<file path="src/rtl/spi_hs_pkg.sv">
package spi_hs_pkg;

  localparam int BYTE_W  = 8;
  localparam int ADDR_W  = 2;
  localparam int DIV_W   = 4;

  localparam logic [ADDR_W-1:0] A_CTRL = 2'd0;
  localparam logic [ADDR_W-1:0] A_STAT = 2'd1;
  localparam logic [ADDR_W-1:0] A_DATA = 2'd2;

  // control byte layout, bit 7 down to bit 0
  typedef struct packed {
    logic       rsvd;
    logic [1:0] rate;
    logic       cpha;
    logic       cpol;
    logic       master;
    logic       irq_en;
    logic       enable;
  } ctrl_t;

  // serial clock half-period in system clocks, minus one
  function automatic logic [DIV_W-1:0] half_m1(input logic [1:0] rate);
    case (rate)
      2'd0:    half_m1 = DIV_W'(0);
      2'd1:    half_m1 = DIV_W'(1);
      2'd2:    half_m1 = DIV_W'(7);
      default: half_m1 = DIV_W'(15);
    endcase
  endfunction

endpackage

</file>
<file path="src/rtl/spi_sync.sv">
module spi_sync #(
  parameter int          W       = 3,
  parameter int          STAGES  = 2,
  parameter logic [W-1:0] RST_VAL = '0
) (
  input  logic         clk,
  input  logic         rst_n,
  input  logic [W-1:0] d,
  output logic [W-1:0] q
);

  logic [STAGES-1:0][W-1:0] st_q;

  generate
    if (STAGES == 1) begin : g_one
      always_ff @(posedge clk or negedge rst_n) begin
        if (!rst_n) st_q[0] <= RST_VAL;
        else        st_q[0] <= d;
      end
    end else begin : g_chain
      always_ff @(posedge clk or negedge rst_n) begin
        if (!rst_n) st_q <= {STAGES{RST_VAL}};
        else        st_q <= {st_q[STAGES-2:0], d};
      end
    end
  endgenerate

  assign q = st_q[STAGES-1];

endmodule

</file>
<file path="src/rtl/spi_rate_gen.sv">
module spi_rate_gen
  import spi_hs_pkg::*;
(
  input  logic       clk,
  input  logic       rst_n,
  input  logic       run,
  input  logic [1:0] rate,
  output logic       tick
);

  logic [DIV_W-1:0] div_q;
  logic [DIV_W-1:0] limit;

  assign limit = half_m1(rate);
  assign tick  = run && (div_q == limit);

  always_ff @(posedge clk or negedge rst_n) begin
    if (!rst_n)          div_q <= '0;
    else if (!run||tick) div_q <= '0;
    else                 div_q <= div_q + 1'b1;
  end

  // slower rates never produce edges on back-to-back cycles
  assert_tick_gap_R3: assert property (@(posedge clk) disable iff (!rst_n)
    (tick && rate != 2'd0) |=> !tick);

endmodule

</file>
<file path="src/rtl/spi_shifter.sv">
module spi_shifter #(
  parameter int DATA_W = 8
) (
  input  logic              clk,
  input  logic              rst_n,
  input  logic              load,
  input  logic [DATA_W-1:0] load_data,
  input  logic              go,
  input  logic              abort,
  input  logic              cpha,
  input  logic              edge_stb,
  input  logic              in_bit,
  output logic              out_bit,
  output logic              running,
  output logic              phase,
  output logic              done,
  output logic [DATA_W-1:0] rx_data
);

  localparam int EDGES = 2 * DATA_W;
  localparam int CW    = $clog2(EDGES);

  logic [CW-1:0]     cnt_q;
  logic [DATA_W-1:0] tx_q, rx_q;
  logic              leading, sample_now, drive_now, last_edge;
  logic [DATA_W-1:0] rx_next;

  assign leading    = ~cnt_q[0];
  assign sample_now = edge_stb & (leading ^ cpha);
  assign drive_now  = edge_stb & ~(leading ^ cpha);
  assign last_edge  = (cnt_q == CW'(EDGES-1));
  assign rx_next    = {rx_q[DATA_W-2:0], in_bit};
  assign done       = edge_stb & last_edge & ~abort & ~load;
  assign phase      = cnt_q[0];

  always_ff @(posedge clk or negedge rst_n) begin
    if (!rst_n) begin
      cnt_q   <= '0;
      tx_q    <= '0;
      rx_q    <= '0;
      rx_data <= '0;
      out_bit <= 1'b0;
      running <= 1'b0;
    end else if (load) begin
      cnt_q   <= '0;
      running <= go;
      if (cpha) begin
        tx_q <= load_data;
      end else begin
        tx_q    <= {load_data[DATA_W-2:0], 1'b0};
        out_bit <= load_data[DATA_W-1];
      end
    end else if (abort) begin
      cnt_q   <= '0;
      running <= 1'b0;
    end else if (edge_stb) begin
      running <= ~last_edge;
      cnt_q   <= last_edge ? '0 : cnt_q + 1'b1;
      if (sample_now) rx_q <= rx_next;
      if (drive_now) begin
        out_bit <= tx_q[DATA_W-1];
        tx_q    <= {tx_q[DATA_W-2:0], 1'b0};
      end
      if (last_edge) rx_data <= sample_now ? rx_next : rx_q;
    end
  end

  assert_load_idle_R8: assert property (@(posedge clk) disable iff (!rst_n)
    load |-> !running);

  assert_done_stops_R5: assert property (@(posedge clk) disable iff (!rst_n)
    done |=> !running);

endmodule

</file>
<file path="src/rtl/spi_hs_ctrl.sv">
module spi_hs_ctrl
  import spi_hs_pkg::*;
#(
  parameter int SYNC_STAGES = 2
) (
  input  logic              clk,
  input  logic              rst_n,
  input  logic [ADDR_W-1:0] reg_addr,
  input  logic              reg_wr,
  input  logic              reg_rd,
  input  logic [BYTE_W-1:0] reg_wdata,
  output logic [BYTE_W-1:0] reg_rdata,
  output logic              irq,
  input  logic              sck_i,
  output logic              sck_o,
  output logic              sck_oe,
  input  logic              mosi_i,
  output logic              mosi_o,
  output logic              mosi_oe,
  input  logic              miso_i,
  output logic              miso_o,
  output logic              miso_oe,
  input  logic              ss_n_i
);

  ctrl_t ctrl_q;
  logic  spif_q, wcol_q, modf_q;
  logic  spif_seen_q, wcol_seen_q, modf_seen_q;
  logic  sck_prev_q;

  logic        ss_n_s, mosi_s, sck_s;
  logic        wr_ctrl, rd_stat, wr_data, acc_data;
  logic        master_on, slave_on, slave_sel, mode_fault;
  logic        wr_blocked, wr_ok, busy, collide, xfer_done;
  logic        tick, edge_stb, abort, load, in_bit, out_bit, phase;
  logic [BYTE_W-1:0] rx_byte;

  spi_sync #(.W(3), .STAGES(SYNC_STAGES), .RST_VAL(3'b100)) u_sync (
    .clk(clk), .rst_n(rst_n),
    .d({ss_n_i, mosi_i, sck_i}),
    .q({ss_n_s, mosi_s, sck_s})
  );

  // bus decode
  assign wr_ctrl  = reg_wr && reg_addr == A_CTRL;
  assign rd_stat  = reg_rd && reg_addr == A_STAT;
  assign wr_data  = reg_wr && reg_addr == A_DATA;
  assign acc_data = (reg_wr || reg_rd) && reg_addr == A_DATA;

  assign master_on  = ctrl_q.enable & ctrl_q.master;
  assign slave_on   = ctrl_q.enable & ~ctrl_q.master;
  assign slave_sel  = slave_on & ~ss_n_s;
  assign mode_fault = master_on & ~ss_n_s;

  assign wr_blocked = spif_q & ~spif_seen_q;
  assign wr_ok      = wr_data & ~wr_blocked;
  assign collide    = wr_ok & busy;
  assign load       = wr_ok & ~busy;

  assign abort    = mode_fault | ~ctrl_q.enable | (slave_on & ss_n_s);
  assign edge_stb = master_on ? tick : (slave_sel & (sck_s ^ sck_prev_q));
  assign in_bit   = master_on ? miso_i : mosi_s;

  spi_rate_gen u_rate (
    .clk(clk), .rst_n(rst_n),
    .run(master_on & busy),
    .rate(ctrl_q.rate),
    .tick(tick)
  );

  spi_shifter #(.DATA_W(BYTE_W)) u_shift (
    .clk(clk), .rst_n(rst_n),
    .load(load), .load_data(reg_wdata),
    .go(master_on & ~mode_fault),
    .abort(abort), .cpha(ctrl_q.cpha),
    .edge_stb(edge_stb), .in_bit(in_bit),
    .out_bit(out_bit), .running(busy), .phase(phase),
    .done(xfer_done), .rx_data(rx_byte)
  );

  always_ff @(posedge clk or negedge rst_n) begin
    if (!rst_n) sck_prev_q <= 1'b0;
    else        sck_prev_q <= sck_s;
  end

  // control register; a mode fault overrides the master bit
  always_ff @(posedge clk or negedge rst_n) begin
    if (!rst_n) begin
      ctrl_q <= '0;
    end else begin
      if (wr_ctrl) begin
        ctrl_q      <= ctrl_t'(reg_wdata);
        ctrl_q.rsvd <= 1'b0;
      end
      if (mode_fault) ctrl_q.master <= 1'b0;
    end
  end

  // status flags: set wins over the acknowledge sequence
  always_ff @(posedge clk or negedge rst_n) begin
    if (!rst_n) begin
      spif_q      <= 1'b0;
      wcol_q      <= 1'b0;
      modf_q      <= 1'b0;
      spif_seen_q <= 1'b0;
      wcol_seen_q <= 1'b0;
      modf_seen_q <= 1'b0;
    end else begin
      if (xfer_done)                     spif_q <= 1'b1;
      else if (acc_data && spif_seen_q)  spif_q <= 1'b0;

      if (collide)                       wcol_q <= 1'b1;
      else if (acc_data && wcol_seen_q)  wcol_q <= 1'b0;

      if (mode_fault)                    modf_q <= 1'b1;
      else if (wr_ctrl && modf_seen_q)   modf_q <= 1'b0;

      if (rd_stat) begin
        spif_seen_q <= spif_q;
        wcol_seen_q <= wcol_q;
        modf_seen_q <= modf_q;
      end else begin
        if (acc_data) begin
          spif_seen_q <= 1'b0;
          wcol_seen_q <= 1'b0;
        end
        if (wr_ctrl) modf_seen_q <= 1'b0;
      end
    end
  end

  always_comb begin
    case (reg_addr)
      A_CTRL:  reg_rdata = ctrl_q;
      A_STAT:  reg_rdata = {spif_q, wcol_q, 1'b0, modf_q, 4'b0000};
      A_DATA:  reg_rdata = rx_byte;
      default: reg_rdata = '0;
    endcase
  end

  assign irq     = spif_q & ctrl_q.irq_en;
  assign sck_o   = ctrl_q.cpol ^ phase;
  assign sck_oe  = master_on;
  assign mosi_o  = out_bit;
  assign mosi_oe = master_on;
  assign miso_o  = out_bit;
  assign miso_oe = slave_sel;

  assert_sck_idle_R2: assert property (@(posedge clk) disable iff (!rst_n)
    (master_on && !busy) |-> (sck_o == ctrl_q.cpol));

  assert_spif_source_R5: assert property (@(posedge clk) disable iff (!rst_n)
    $rose(spif_q) |-> $past(xfer_done));

  assert_blocked_write_R7: assert property (@(posedge clk) disable iff (!rst_n)
    (wr_data && spif_q && !spif_seen_q && !busy && master_on) |=> !busy);

  assert_wcol_set_R8: assert property (@(posedge clk) disable iff (!rst_n)
    (wr_data && busy && !(spif_q && !spif_seen_q)) |=> wcol_q);

  assert_modf_release_R11: assert property (@(posedge clk) disable iff (!rst_n)
    mode_fault |=> (!sck_oe && !mosi_oe && modf_q));

endmodule

</file>
<file path="config.mk">
export PLATFORM = sky130hd
export DESIGN_NAME = spi_hs_ctrl
export DESIGN_NICKNAME = d
export VERILOG_FILES = /design/src/rtl/spi_hs_pkg.sv /design/src/rtl/spi_sync.sv /design/src/rtl/spi_rate_gen.sv /design/src/rtl/spi_shifter.sv /design/src/rtl/spi_hs_ctrl.sv
export SDC_FILE = /design/constraint.sdc
export NUM_CORES = 1
export LEC_CHECK = 0
export CAP_MARGIN = 20
export CORE_MARGIN = 2
export CORE_UTILIZATION = 34
export CTS_BUF_LIST = sky130_fd_sc_hd__clkbuf_4 sky130_fd_sc_hd__clkbuf_8
export CTS_CLUSTER_DIAMETER = 80
export DETAILED_ROUTE_END_ITERATION = 8
export DONT_BUFFER_PORTS = 1
export HOLD_SLACK_MARGIN = 0.05
export PLACE_DENSITY_LB_ADDON = 0.2
export SETUP_SLACK_MARGIN = 0.15
export SLEW_MARGIN = 20
export SYNTH_ARGS = -nofsm -noshare
export SYNTH_HDL_FRONTEND = slang
export SYNTH_SLANG_ARGS = --single-unit
</file>
<file path="constraint.sdc">
create_clock -name clk -period 2.9 [get_ports clk]
set_input_delay 0 -clock clk [delete_from_list [all_inputs] [get_ports clk]]
set_output_delay 0 -clock clk [all_outputs]
set_load 0.005 [all_outputs]
</file>
# Yosys cells after proc, flatten, opt, wreduce, memory -nomap -nowiden
# Cells that the tools add are included.
totals:
  reg_bits: 54
  out_inout_bits: 15
  input_bits: 18
  wordCells: 129
classes:
  n_mux: 36
  n_reduce_logical: 26
  add_sub_neg: 2
  n_eq_ne: 8
  bitwise_logic: 35
ops:
  columns: ["cell", "count"]
  rows:
  - ["8-bit two-way mux", 6]
  - ["8-bit one-hot mux with 3 select lines", 1]
  - ["1-bit two-way mux", 22]
  - ["4-bit two-way mux", 5]
  - ["1-bit AND", 18]
  - ["2-bit nonzero test", 8]
  - ["1-bit NOT", 12]
  - ["4-bit one-hot mux with 3 select lines", 1]
  - ["4-bit by 1-bit adder with 4-bit output, second input constant", 2]
  - ["1-bit logical AND", 8]
  - ["4-bit AND reduction", 2]
  - ["3-bit AND reduction", 2]
  - ["2-bit by 1-bit equality test with 1-bit output, second input constant", 2]
  - ["2-bit equality test, second input constant", 2]
  - ["4-bit equality test", 1]
  - ["4-bit equality test, second input constant", 1]
  - ["2-bit logical NOT", 2]
  - ["3-bit two-way mux", 1]
  - ["3-bit nonzero test", 1]
  - ["1-bit bitwise XOR", 3]
  - ["1-bit logical OR", 2]
  - ["2-bit by 1-bit inequality test with 1-bit output, second input constant", 1]
  - ["2-bit inequality test, second input constant", 1]
  - ["1-bit bitwise OR", 2]
  - ["1-bit logical NOT", 1]

# Longest topological paths before layout
# Gate-level depths: netlist (run 1).
logic_depth:
  depth_word: 10
  mapped_depth: 8
  ltp_nobuf: 6

# Hierarchy
# Synthesis (run 1) repeated with hierarchy kept, for this count alone.
hier_totals:
  cells_unflattened: 264
  area_unflattened_um2: 2876.5
by_module_without_submodules:
  columns: ["module", "seq_area_each_um2", "cells_each", "instances", "area_per_inst_um2"]
  rows:
  - ["spi_shifter", 750.7, 149, 1, 1640.3]
  - ["spi_hs_ctrl", 350.3, 84, 1, 839.6]
  - ["spi_rate_gen", 100.1, 22, 1, 221.5]
  - ["spi_sync", 152.6, 9, 1, 175.2]

# Worst setup path before layout (run 1)
# No wires, ideal clock.
synth_path:
  kind: "reg-to-reg"
  start: "register spif_seen_q"
  end: "register u_shift.rx_data[1]"
  path_buffers: 2
  path_stages_with_launch: 8
  t_arrival_ns: 1.962
  setup_ns: 0.125
  synth_period_minus_slack_ns: 2.087
  slack_ns: 0.813
  t_required_ns: 2.775
  path_cell_list: "dfrtp_1 -> nand2b_1 -> and4b_1 -> buf_6 -> or2_1 -> buf_2 -> a211oi_4 -> mux2_2"
synth_via:
  elab_chain_len: 7
synth_rtl:
  columns: ["item", "line", "rtl"]
  rows:
  - ["from (decl)", "spi_hs_ctrl.sv:28", "logic spif_seen_q, wcol_seen_q, modf_seen_q;"]
  - ["from (signal assigned)", "spi_hs_ctrl.sv:119", "spif_seen_q <= spif_q;"]
  - ["1-bit NOT", "spi_hs_ctrl.sv:55", "assign wr_blocked = spif_q & ~spif_seen_q;"]
  - ["1-bit AND", "spi_hs_ctrl.sv:55", null]
  - ["1-bit NOT", "spi_hs_ctrl.sv:56", "assign wr_ok = wr_data & ~wr_blocked;"]
  - ["1-bit AND", "spi_hs_ctrl.sv:56", null]
  - ["1-bit AND", "spi_hs_ctrl.sv:58", "assign load = wr_ok & ~busy;"]
  - ["1-bit NOT (no line)", null, null]
  - ["4-bit AND reduction (no line)", null, null]
  - ["to (signal assigned)", "spi_shifter.sv:64", "if (last_edge) rx_data <= sample_now ? rx_next : rx_q;"]
  - ["to (decl)", "spi_shifter.sv:17", "output logic [DATA_W-1:0] rx_data"]
# Every way passes these cells.
# A chain may end at the register's enable or synchronous reset.

# Final worst setup path (run 1)
layout_path:
  start: "input reg_addr[0]"
  end: "register ctrl_q[4] (netlist name)"
layout_via:
  elab_chain_len: 2
layout_rtl:
  columns: ["item", "line", "rtl"]
  rows:
  - ["from (decl)", "spi_hs_ctrl.sv:8", "input logic [ADDR_W-1:0] reg_addr,"]
  - ["2-bit logical NOT", "spi_hs_ctrl.sv:45", "assign wr_ctrl = reg_wr && reg_addr == A_CTRL;"]
  - ["1-bit logical AND", "spi_hs_ctrl.sv:45", null]
  - ["to (signal assigned)", "spi_hs_ctrl.sv:92", "ctrl_q <= ctrl_t'(reg_wdata);"]
  - ["to (decl)", "spi_hs_ctrl.sv:26", "ctrl_t ctrl_q;"]
# Every way passes these cells.

==> results of run 1 <==
cell type report:
class / count / area, sq um / share of cell area (%)
multi-input combinational: 179 / 1350 / 41.5
clock inverter: 1 / 7.51 / 0.231
inverter: 6 / 22.5 / 0.692
clock buffer: 6 / 76.3 / 2.34
tap: 105 / 131 / 4.03
sequential: 54 / 1350 / 41.6
timing repair buffer: 31 / 315 / 9.68
where the power goes:
part | total [mW] | switching (mW) | leakage (nW) | internal [mW]
Clock | 0.419 | 0.244 | 0.0407 | 0.176
Combinational | 0.492 | 0.236 | 0.698 | 0.256
Sequential | 0.987 | 0.109 | 0.704 | 0.877
cells in the final DEF (no fill, tap or decap), drive strengths merged, types with 2 or more instances in the layout:
| cell type | Yosys | final |
|---|---|---|
| nand3b | 3 | 3 |
| nand4 | 2 | 2 |
| nand3 | 10 | 10 |
| inv | 6 | 6 |
| xor2 | 2 | 2 |
| clkbuf | 6 | 6 |
| dfrtp | 52 | 52 |
| a21oi | 14 | 14 |
| ha | 2 | 2 |
| nand2 | 15 | 15 |
| nor4b | 2 | 2 |
| a21o | 2 | 2 |
| dlygate4sd3 | 0 | 25 |
| nor3b | 3 | 3 |
| nand2b | 2 | 2 |
| a211oi | 3 | 3 |
| and3 | 3 | 3 |
| xnor2 | 4 | 4 |
| nor2b | 4 | 4 |
| mux2i | 18 | 18 |
| dfstp | 2 | 2 |
| buf | 6 | 6 |
| a31oi | 3 | 3 |
| mux2 | 37 | 37 |
| nor3 | 5 | 5 |
| o21ai | 11 | 11 |
| nor2 | 20 | 20 |
how the worst max path moves through the flow:
stage | slack, ns | to | from | depth (start not counted)
final | 0.39 | ctrl_q[4] | reg_addr[0] | 6
after global routing | 0.17 | ctrl_q[4] | reg_addr[0] | 6
after CTS | 0.35 | ctrl_q[4] | reg_addr[0] | 6
after detailed placement | 0.65 | u_shift.rx_data[3] | u_rate.div_q[0] | 5
after global placement | 0.69 | u_shift.rx_data[1] | u_rate.div_q[0] | 5
after floorplan | 0.81 | u_shift.rx_data[1] | spif_seen_q | 7
registers in the layout, indices dropped and copies added (netlist names), 3 cells and up:
signal and flops:
u_shift.rx_q 8, u_shift.rx_data 8, u_sync.st_q 3, ctrl_q 7, u_shift.tx_q 8, u_rate.div_q 4
u_shift.cnt_q 4, u_sync.q 3
layer usage:
| metal | GRT usage (%) | vias to the layer above | share of wire [%] |
|---|---|---|---|
| li1 | - | 949 | - |
| met1 | 20.2 | 951 | 45 |
| met2 | 25.5 | 38 | 50 |
| met3 | 2.63 | 7 | 3.9 |
| met4 | 4.35 | 0 | 1.6 |
| met5 | 0 | - | 0 |
metrics by stage:
step	instances	setup WS (ns)	util, %	cell area [sq um]
6_report	382	0.390	40.2	3260
2_1_floorplan	251	0.813	-	2800
5_1_grt	382	0.166	40.2	3260
3_5_place_dp	349	0.654	35.8	2900
4_1_cts	382	0.354	40.2	3260
3_3_place_gp	349	0.692	35.8	2900
worst max-delay path, stage by stage:
cell	delay (ns)
dlygate4sd3_1	0.71
nor3b_2	0.73
nand2_1	0.10
dlygate4sd3_1	0.58
o21ai_0	0.07
dlygate4sd3_1	0.56
what timing repair did:
| action | in CTS | in global routing |
|---|---|---|
| hold endpoints to repair | 84 | 0 |
| hold buffers | 26 | 0 |
| endpoints found under the setup margin | 0 | 0 |
logic make-up after synthesis:
kind of cell | Yosys count
muxes | 55
DFF | 54
adders and majority gates | 2
AOI/OAI and AO/OA | 42
buffers and inverters | 18
xor gates and xnor gates | 6
and+or+nand+nor | 74
==> impl_results.html, run 1 <==
<table>
<tr><th>Metric</th><th>Value</th></tr>
<tr><th colspan="2">Synthesis</th></tr>
<tr><td>Sequential element share of the synthesized area</td><td>about half</td></tr>
<tr><td>Proportion of netlist area held by the largest area contributor</td><td>~47%</td></tr>
<tr><td>Synth Area in Compound Gates</td><td>~9.8%</td></tr>
<tr><td>Combined area of all synthesized cells</td><td>roughly 2800 sq um</td></tr>
<tr><td>Cell count after synthesis</td><td>between 200 and 300</td></tr>
<tr><td>Main combinational cell family by area after synthesis</td><td>multiplexers</td></tr>
<tr><td>Most used standard cell by instance count after synthesis</td><td>dfrtp_1</td></tr>
<tr><td>Synth Area in Adders</td><td>0.895%</td></tr>
<tr><td>Avg Cell Area, Syn</td><td>between 10 and 15 sq um</td></tr>
<tr><td>Post-synth top flop</td><td>dfrtp_1</td></tr>
<tr><td>Yosys reg bits</td><td>54</td></tr>
<tr><td>Synthesized net count</td><td>271</td></tr>
<tr><td>Count of cell types in the netlist</td><td>49</td></tr>
<tr><td>Library cell with the largest summed area after synthesis</td><td>dfrtp_1</td></tr>
<tr><td>Area share of and/or/nand/nor cells after synthesis</td><td>~14%</td></tr>
<tr><td>Area share of xor/xnor cells in the synthesized design</td><td>2.15%</td></tr>
<tr><td>Synth area leaders</td><td>dfrtp_1 (47%), mux2_2 (15%), mux2i_1 (6.4%)</td></tr>
<tr><td>Multiplexer fraction of the synthesized cell area</td><td>between 20% and 30%</td></tr>
<tr><td>EDFF count, synth</td><td>0</td></tr>
<tr><td>Top cells by count, synth</td><td>dfrtp_1 (52), mux2_2 (37), nor2_1 (20)</td></tr>
<tr><td>Total number of yosys warnings</td><td>0</td></tr>
<tr><td>Async SR Flop Fraction</td><td>100%</td></tr>
<tr><th colspan="2">Detailed routing</th></tr>
<tr><td>Violation count after the first detailed-routing iteration</td><td>approximately 200</td></tr>
<tr><td>Number of design rule violations left after detail routing</td><td>0</td></tr>
<tr><td>Via/cell ratio</td><td>between 5 and 6</td></tr>
<tr><td>Avg WL per Cell</td><td>16.4 microns</td></tr>
<tr><td>Pre-antenna DRT Iters</td><td>4</td></tr>
<tr><td>Total Wirelength</td><td>~6300 microns</td></tr>
<tr><td>Via Count</td><td>1945</td></tr>
<tr><td>Count of antenna-violating nets left after detailed routing</td><td>0</td></tr>
<tr><th colspan="2">Global route</th></tr>
<tr><td>Antenna violations before repair</td><td>0</td></tr>
<tr><td>Combined global-route utilization of all metal layers</td><td>between 15 and 20%</td></tr>
<tr><td>Number of global-route vias before repair</td><td>approximately 2000</td></tr>
<tr><td>Global-route wire length before repair</td><td>10500 microns</td></tr>
<tr><td>Pin count of the biggest net entering global routing</td><td>55</td></tr>
<tr><td>Total global routing overflow</td><td>0</td></tr>
<tr><th colspan="2">STA</th></tr>
<tr><td>Number of failing hold endpoints at the final stage</td><td>0</td></tr>
<tr><td>Setup tns final</td><td>0 ns</td></tr>
<tr><td>Worst slew pin tran</td><td>0.800 ns</td></tr>
<tr><td>Max Transition Viols Final</td><td>0</td></tr>
<tr><td>Worst slew slack as a fraction of its limit</td><td>around 46%</td></tr>
<tr><td>Upper clock frequency limit</td><td>between 300 and 400 MHz</td></tr>
<tr><td>Minimum clock period</td><td>2.51 ns</td></tr>
<tr><td>Crit share post-route</td><td>between 80 and 90%</td></tr>
<tr><td>Worst clock skew</td><td>about 0.0093 ns</td></tr>
<tr><td>Worst slack on hold paths</td><td>between 0.05 and 0.06 ns</td></tr>
<tr><td>Setup repair after global routing missed its margin</td><td>no</td></tr>
<tr><td>Final setup viols</td><td>0</td></tr>
<tr><th colspan="2">Finish</th></tr>
<tr><td>Share of cells above drive strength 1</td><td>a little over a fifth</td></tr>
<tr><td>Filler Cells Inserted</td><td>around 800</td></tr>
<tr><td>Diodes inserted</td><td>0</td></tr>
<tr><td>Post-synthesis to final-layout area growth</td><td>16.5%</td></tr>
<tr><td>Post-layout net count</td><td>~300</td></tr>
<tr><th colspan="2">Worst setup path</th></tr>
<tr><td>Element type at the critical path end</td><td>flop</td></tr>
<tr><td>Path type of the worst setup path</td><td>in -&gt; reg</td></tr>
<tr><td>Endpoint of the worst-slack reg-to-reg timing path</td><td>u_shift.rx_data[3]</td></tr>
<tr><td>CP Data Required Time</td><td>about 3.1 ns</td></tr>
<tr><td>FF-to-FF setup slack</td><td>0.64 ns</td></tr>
<tr><td>Logic depth of the worst register-to-register path</td><td>5</td></tr>
<tr><td>R2r startpoint</td><td>u_rate.div_q[0]</td></tr>
<tr><td>Highest fanout seen on the critical path</td><td>10</td></tr>
<tr><td>Kind of start point of the critical path</td><td>input port</td></tr>
<tr><td>Worst path arrival time</td><td>between 2 and 3 ns</td></tr>
<tr><th colspan="2">Clock network</th></tr>
<tr><td>Clock latency of the later-clocked register in the worst-skew pair</td><td>~0.31 ns</td></tr>
<tr><td>CTS tree</td><td>done</td></tr>
<tr><td>Clk slew on worst S/H paths</td><td>approximately 0.09 ns</td></tr>
<tr><td>Cts bufs inserted</td><td>5</td></tr>
<tr><td># clock sinks</td><td>54</td></tr>
<tr><td>Post-CTS sizing</td><td>0</td></tr>
<tr><td>Root Driver</td><td>clkbuf_8</td></tr>
<tr><td>Number of buffers between clock root and the deepest sink</td><td>2</td></tr>
<tr><td>Buffers inserted during post-CTS setup optimization</td><td>0</td></tr>
<tr><td>H-tree depth</td><td>2</td></tr>
<tr><th colspan="2">Floorplan</th></tr>
<tr><td>Top-Level Pins</td><td>33</td></tr>
<tr><td>Number of cell rows</td><td>33</td></tr>
<tr><td>Die ar.</td><td>approximately 9000 sq um</td></tr>
<tr><td>Core outline area</td><td>8090 sq um</td></tr>
<tr><td>Height of the chip</td><td>roughly 95 microns</td></tr>
<tr><td>X dimension of the die</td><td>about 95 microns</td></tr>
<tr><td>Effective utilization at floorplan</td><td>between 30% and 40%</td></tr>
<tr><th colspan="2">Power</th></tr>
<tr><td>Static Leak</td><td>between 1 and 1.5 nW</td></tr>
<tr><td>PnR Total Power</td><td>1.90 mW</td></tr>
<tr><td>Ratio of total power to cell area</td><td>between 500 and 600 nW/um^2</td></tr>
<tr><td>Peak ir drop on the vdd network</td><td>roughly 0.24 mV</td></tr>
<tr><th colspan="2">Hold path</th></tr>
<tr><td>Min-Delay Startpoint</td><td>reg_wdata[6]</td></tr>
<tr><td>Endpoint with the worst hold slack</td><td>u_shift.tx_q[6]</td></tr>
<tr><td>Hold Crit Depth</td><td>3</td></tr>
<tr><td>Class of the tightest hold or removal check</td><td>in -&gt; reg</td></tr>
<tr><th colspan="2">Placement</th></tr>
<tr><td>Routability cong.</td><td>around 0.84</td></tr>
<tr><td>Buffers on Ports</td><td>0</td></tr>
<tr><td>HPWL after detailed placement</td><td>about 4200 microns</td></tr>
<tr><th colspan="2">Run</th></tr>
<tr><td>Max-capacitance violation count</td><td>0</td></tr>
<tr><th colspan="2">Status</th></tr>
<tr><td>Result of the run</td><td>finished clean</td></tr>
</table>
No activity file was read; power rests on OpenSTA's default activity.
==> run 2: changes to the inputs <==
--- a/config.mk
+++ b/config.mk
@@ -7,7 +7,7 @@
 export LEC_CHECK = 0
 export CAP_MARGIN = 20
 export CORE_MARGIN = 2
-export CORE_UTILIZATION = 34
+export CORE_UTILIZATION = 65
 export CTS_BUF_LIST = sky130_fd_sc_hd__clkbuf_4 sky130_fd_sc_hd__clkbuf_8
 export CTS_CLUSTER_DIAMETER = 80
 export DETAILED_ROUTE_END_ITERATION = 8
==> run 2 against run 1 <==
- sequential share of layout area is 0.70 points higher
- flip-flop and latch count stayed put
- maximum frequency is 1.1% higher
- wire length is 8.7% lower
- largest cell class unchanged
==> impl_results.html, run 2 (same netlist as run 1, synthesis figures left out) <==
<table>
<tr><th>Metric</th><th>Value</th></tr>
<tr><th colspan="2">Status</th></tr>
<tr><td>Result of the run</td><td>finished clean</td></tr>
<tr><th colspan="2">Hold path</th></tr>
<tr><td>Hold Crit Depth</td><td>3</td></tr>
<tr><td>Class of the tightest hold or removal check</td><td>in -&gt; reg</td></tr>
<tr><th colspan="2">Clock network</th></tr>
<tr><td>H-tree depth</td><td>2</td></tr>
<tr><td>CTS tree</td><td>done</td></tr>
<tr><td>Cts hold-fix bufs</td><td>26</td></tr>
<tr><td>Post-CTS sizing</td><td>0</td></tr>
<tr><td>Root Driver</td><td>clkbuf_8</td></tr>
<tr><td>Clk slew on worst S/H paths</td><td>approximately 0.09 ns</td></tr>
<tr><td># clock sinks</td><td>between 50 and 60</td></tr>
<tr><td>Number of buffers between clock root and the deepest sink</td><td>2</td></tr>
<tr><td>Buffers inserted during post-CTS setup optimization</td><td>0</td></tr>
<tr><td>Clock latency of the later-clocked register in the worst-skew pair</td><td>0.30 ns</td></tr>
<tr><td>Cts bufs inserted</td><td>5</td></tr>
<tr><th colspan="2">STA</th></tr>
<tr><td>Crit share post-route</td><td>85.6%</td></tr>
<tr><td>Setup slack of the critical path after layout</td><td>0.417 ns</td></tr>
<tr><td>Upper clock frequency limit</td><td>403 MHz</td></tr>
<tr><td>Number of failing hold endpoints at the final stage</td><td>0</td></tr>
<tr><td>Final setup viols</td><td>0</td></tr>
<tr><td>Max Transition Viols Final</td><td>0</td></tr>
<tr><td>Worst slew pin tran</td><td>approximately 0.74 ns</td></tr>
<tr><td>Setup tns final</td><td>0 ns</td></tr>
<tr><td>Worst slew slack as a fraction of its limit</td><td>about half</td></tr>
<tr><td>Worst clock skew</td><td>0.00566 ns</td></tr>
<tr><td>Setup repair after global routing missed its margin</td><td>no</td></tr>
<tr><td>Minimum clock period</td><td>around 2.5 ns</td></tr>
<tr><th colspan="2">Placement</th></tr>
<tr><td>HPWL after detailed placement</td><td>slightly below 4000 microns</td></tr>
<tr><td>Minimum setup slack after placement</td><td>roughly 0.55 ns</td></tr>
<tr><td>Buffers on Ports</td><td>0</td></tr>
<tr><td>Post-placement cell count</td><td>just under 300</td></tr>
<tr><td>Routability cong.</td><td>about 0.84</td></tr>
<tr><th colspan="2">Worst setup path</th></tr>
<tr><td>FF-to-FF setup slack</td><td>0.42 ns</td></tr>
<tr><td>Path type of the worst setup path</td><td>reg -&gt; reg</td></tr>
<tr><td>Worst setup path endpoint</td><td>u_shift.rx_data[2]</td></tr>
<tr><td>Kind of start point of the critical path</td><td>flop</td></tr>
<tr><td>Endpoint of the worst-slack reg-to-reg timing path</td><td>u_shift.rx_data[2]</td></tr>
<tr><td>Element type at the critical path end</td><td>flop</td></tr>
<tr><td>Logic depth of the worst register-to-register path</td><td>4</td></tr>
<tr><td>Highest fanout seen on the critical path</td><td>9</td></tr>
<tr><td>Worst path arrival time</td><td>~2.7 ns</td></tr>
<tr><td>CP Data Required Time</td><td>3.09 ns</td></tr>
<tr><td>R2r startpoint</td><td>ctrl_q[0]</td></tr>
<tr><td>Worst setup path start</td><td>ctrl_q[0]</td></tr>
<tr><th colspan="2">Run</th></tr>
<tr><td>Max-capacitance violation count</td><td>0</td></tr>
<tr><th colspan="2">Floorplan</th></tr>
<tr><td>Number of cell rows</td><td>23</td></tr>
<tr><td>Height of the chip</td><td>around 70 microns</td></tr>
<tr><td>Die ar.</td><td>~4800 sq um</td></tr>
<tr><td>Top-Level Pins</td><td>33</td></tr>
<tr><td>X dimension of the die</td><td>69.6 microns</td></tr>
<tr><td>Effective utilization at floorplan</td><td>roughly 70%</td></tr>
<tr><td>Core outline area</td><td>4060 sq um</td></tr>
<tr><th colspan="2">Power</th></tr>
<tr><td>Static Leak</td><td>~1.5 nW</td></tr>
<tr><td>Int Power</td><td>~1.4 mW</td></tr>
<tr><td>Sequential share of power</td><td>between 50% and 60%</td></tr>
<tr><td>Combinational group share of total power</td><td>24.4%</td></tr>
<tr><td>Peak ir drop on the vdd network</td><td>0.428 mV</td></tr>
<tr><td>Net Sw Power</td><td>between 500 and 600 uW</td></tr>
<tr><td>Switching power share of the total</td><td>between 20 and 30%</td></tr>
<tr><td>Ratio of total power to cell area</td><td>just over 600 nW/um^2</td></tr>
<tr><td>Clock share of power</td><td>approximately 26%</td></tr>
<tr><th colspan="2">Global route</th></tr>
<tr><td>M3 GR Usage</td><td>around 5.2%</td></tr>
<tr><td>Total global routing overflow</td><td>0</td></tr>
<tr><td>Global-route layer with the greatest usage</td><td>met2</td></tr>
<tr><td>Combined global-route utilization of all metal layers</td><td>25.7%</td></tr>
<tr><td>Fraction of met2 tracks used by global routing</td><td>42.5%</td></tr>
<tr><td>Pin count of the biggest net entering global routing</td><td>55</td></tr>
<tr><td>Global-route wire length before repair</td><td>roughly 9800 microns</td></tr>
<tr><td>M1 GR Usage</td><td>approximately a third</td></tr>
<tr><td>Antenna violations before repair</td><td>0</td></tr>
<tr><td>Number of global-route vias before repair</td><td>a little over 2000</td></tr>
<tr><th colspan="2">Detailed routing</th></tr>
<tr><td>Pre-antenna DRT Iters</td><td>4</td></tr>
<tr><td>Via/cell ratio</td><td>6.19</td></tr>
<tr><td>Avg WL per Cell</td><td>approximately 18 microns</td></tr>
<tr><td>Count of antenna-violating nets left after detailed routing</td><td>0</td></tr>
<tr><td>Total Wirelength</td><td>around 5700 microns</td></tr>
<tr><td>Number of design rule violations left after detail routing</td><td>0</td></tr>
<tr><td>Violation count after the first detailed-routing iteration</td><td>roughly 170</td></tr>
<tr><td>Via Count</td><td>around 2000</td></tr>
<tr><th colspan="2">Finish</th></tr>
<tr><td>Area used by multi-input combinational logic</td><td>~1400 sq um</td></tr>
<tr><td>Commonest cells after routing, fill and taps aside</td><td>dfrtp_1 (52), mux2_2 (37), dlygate4sd3_1 (25), nor2_1 (20), mux2i_1 (18)</td></tr>
<tr><td>Diodes inserted</td><td>0</td></tr>
<tr><td>Post-layout net count</td><td>between 200 and 300</td></tr>
<tr><td>Sequential cell area</td><td>1350 sq um</td></tr>
<tr><td>Share of the core filled with cells</td><td>between 70% and 80%</td></tr>
<tr><td>Number of non-filler instances in the completed layout</td><td>between 300 and 400</td></tr>
<tr><td>Share of cells above drive strength 1</td><td>a little over 20%</td></tr>
<tr><td>Most common cell after layout, fill and taps aside</td><td>dfrtp_1</td></tr>
<tr><td>Largest registers</td><td>u_shift.rx_data: 8 flops, u_shift.rx_q: 8 flops, u_shift.tx_q: 8 flops</td></tr>
<tr><td>Filler Cells Inserted</td><td>roughly 260</td></tr>
<tr><td>Post-synthesis to final-layout area growth</td><td>14.6%</td></tr>
</table>
-- run 2: cell count changes in the layout (fill, tap and decap cells not counted) --
cell,before,now
clkinvlp_4,1,0
clkbuf_4,1,2
buf_4,5,3
bufinv_16,0,1
-- run 2: layout make-up --
type                            instances  area share (%)
Inverter                                6           0.703
Clock inverter                          1           0.938
Tap cell                               50            1.95
Timing Repair Buffer                   29            9.38
Clock buffer                            7            2.62
Sequential cell                        54            42.3
Multi-Input combinational cell        179            42.1
-- run 2: how the worst min path moves through the flow --
stage	endpoint	slack, ns	start
4_1_cts	u_shift.tx_q[3]	0.05	reg_wdata[2]
3_3_place_gp	u_rate.div_q[2]	-0.29	rst_n
2_1_floorplan	ctrl_q[0]	-0.30	rst_n
5_1_grt	u_shift.tx_q[3]	0.08	reg_wdata[2]
3_5_place_dp	u_rate.div_q[2]	-0.29	rst_n
6_report	u_shift.tx_q[2]	0.05	reg_wdata[2]
-- run 2: power groups by stage --
stage,registers (mW),logic [mW],clock network [mW]
final,0.990,0.483,0.504
after global routing,1.00,0.539,0.544
after CTS,0.987,0.483,0.517
after detailed placement,1.00,0.403,0
after global placement,0.994,0.387,0
after floorplan,0.958,0.365,0
-- run 2: routing by layer --
metal  vias up  wire (microns)
met5         -               0
met4         0              96
met3         9             224
met2        46            2840
met1      1014            2550
li1        950               -
-- run 2: worst max-delay path, stage by stage, from the launching register on --
cell      delay [ns]
dfrtp_1         0.47
nor3b_1         0.54
nand2b_1        0.36
a211oi_4        0.59
mux2_2          0.40
-- run 2: per-stage QoR --
stage,hold WS [ns],power (mW),instance area (sq um)
after floorplan,-0.296,1.32,2800
after global placement,-0.294,1.38,2810
after detailed placement,-0.294,1.41,2810
after CTS,0.0502,1.99,3200
after global routing,0.0798,2.09,3200
final,0.0549,1.98,3200
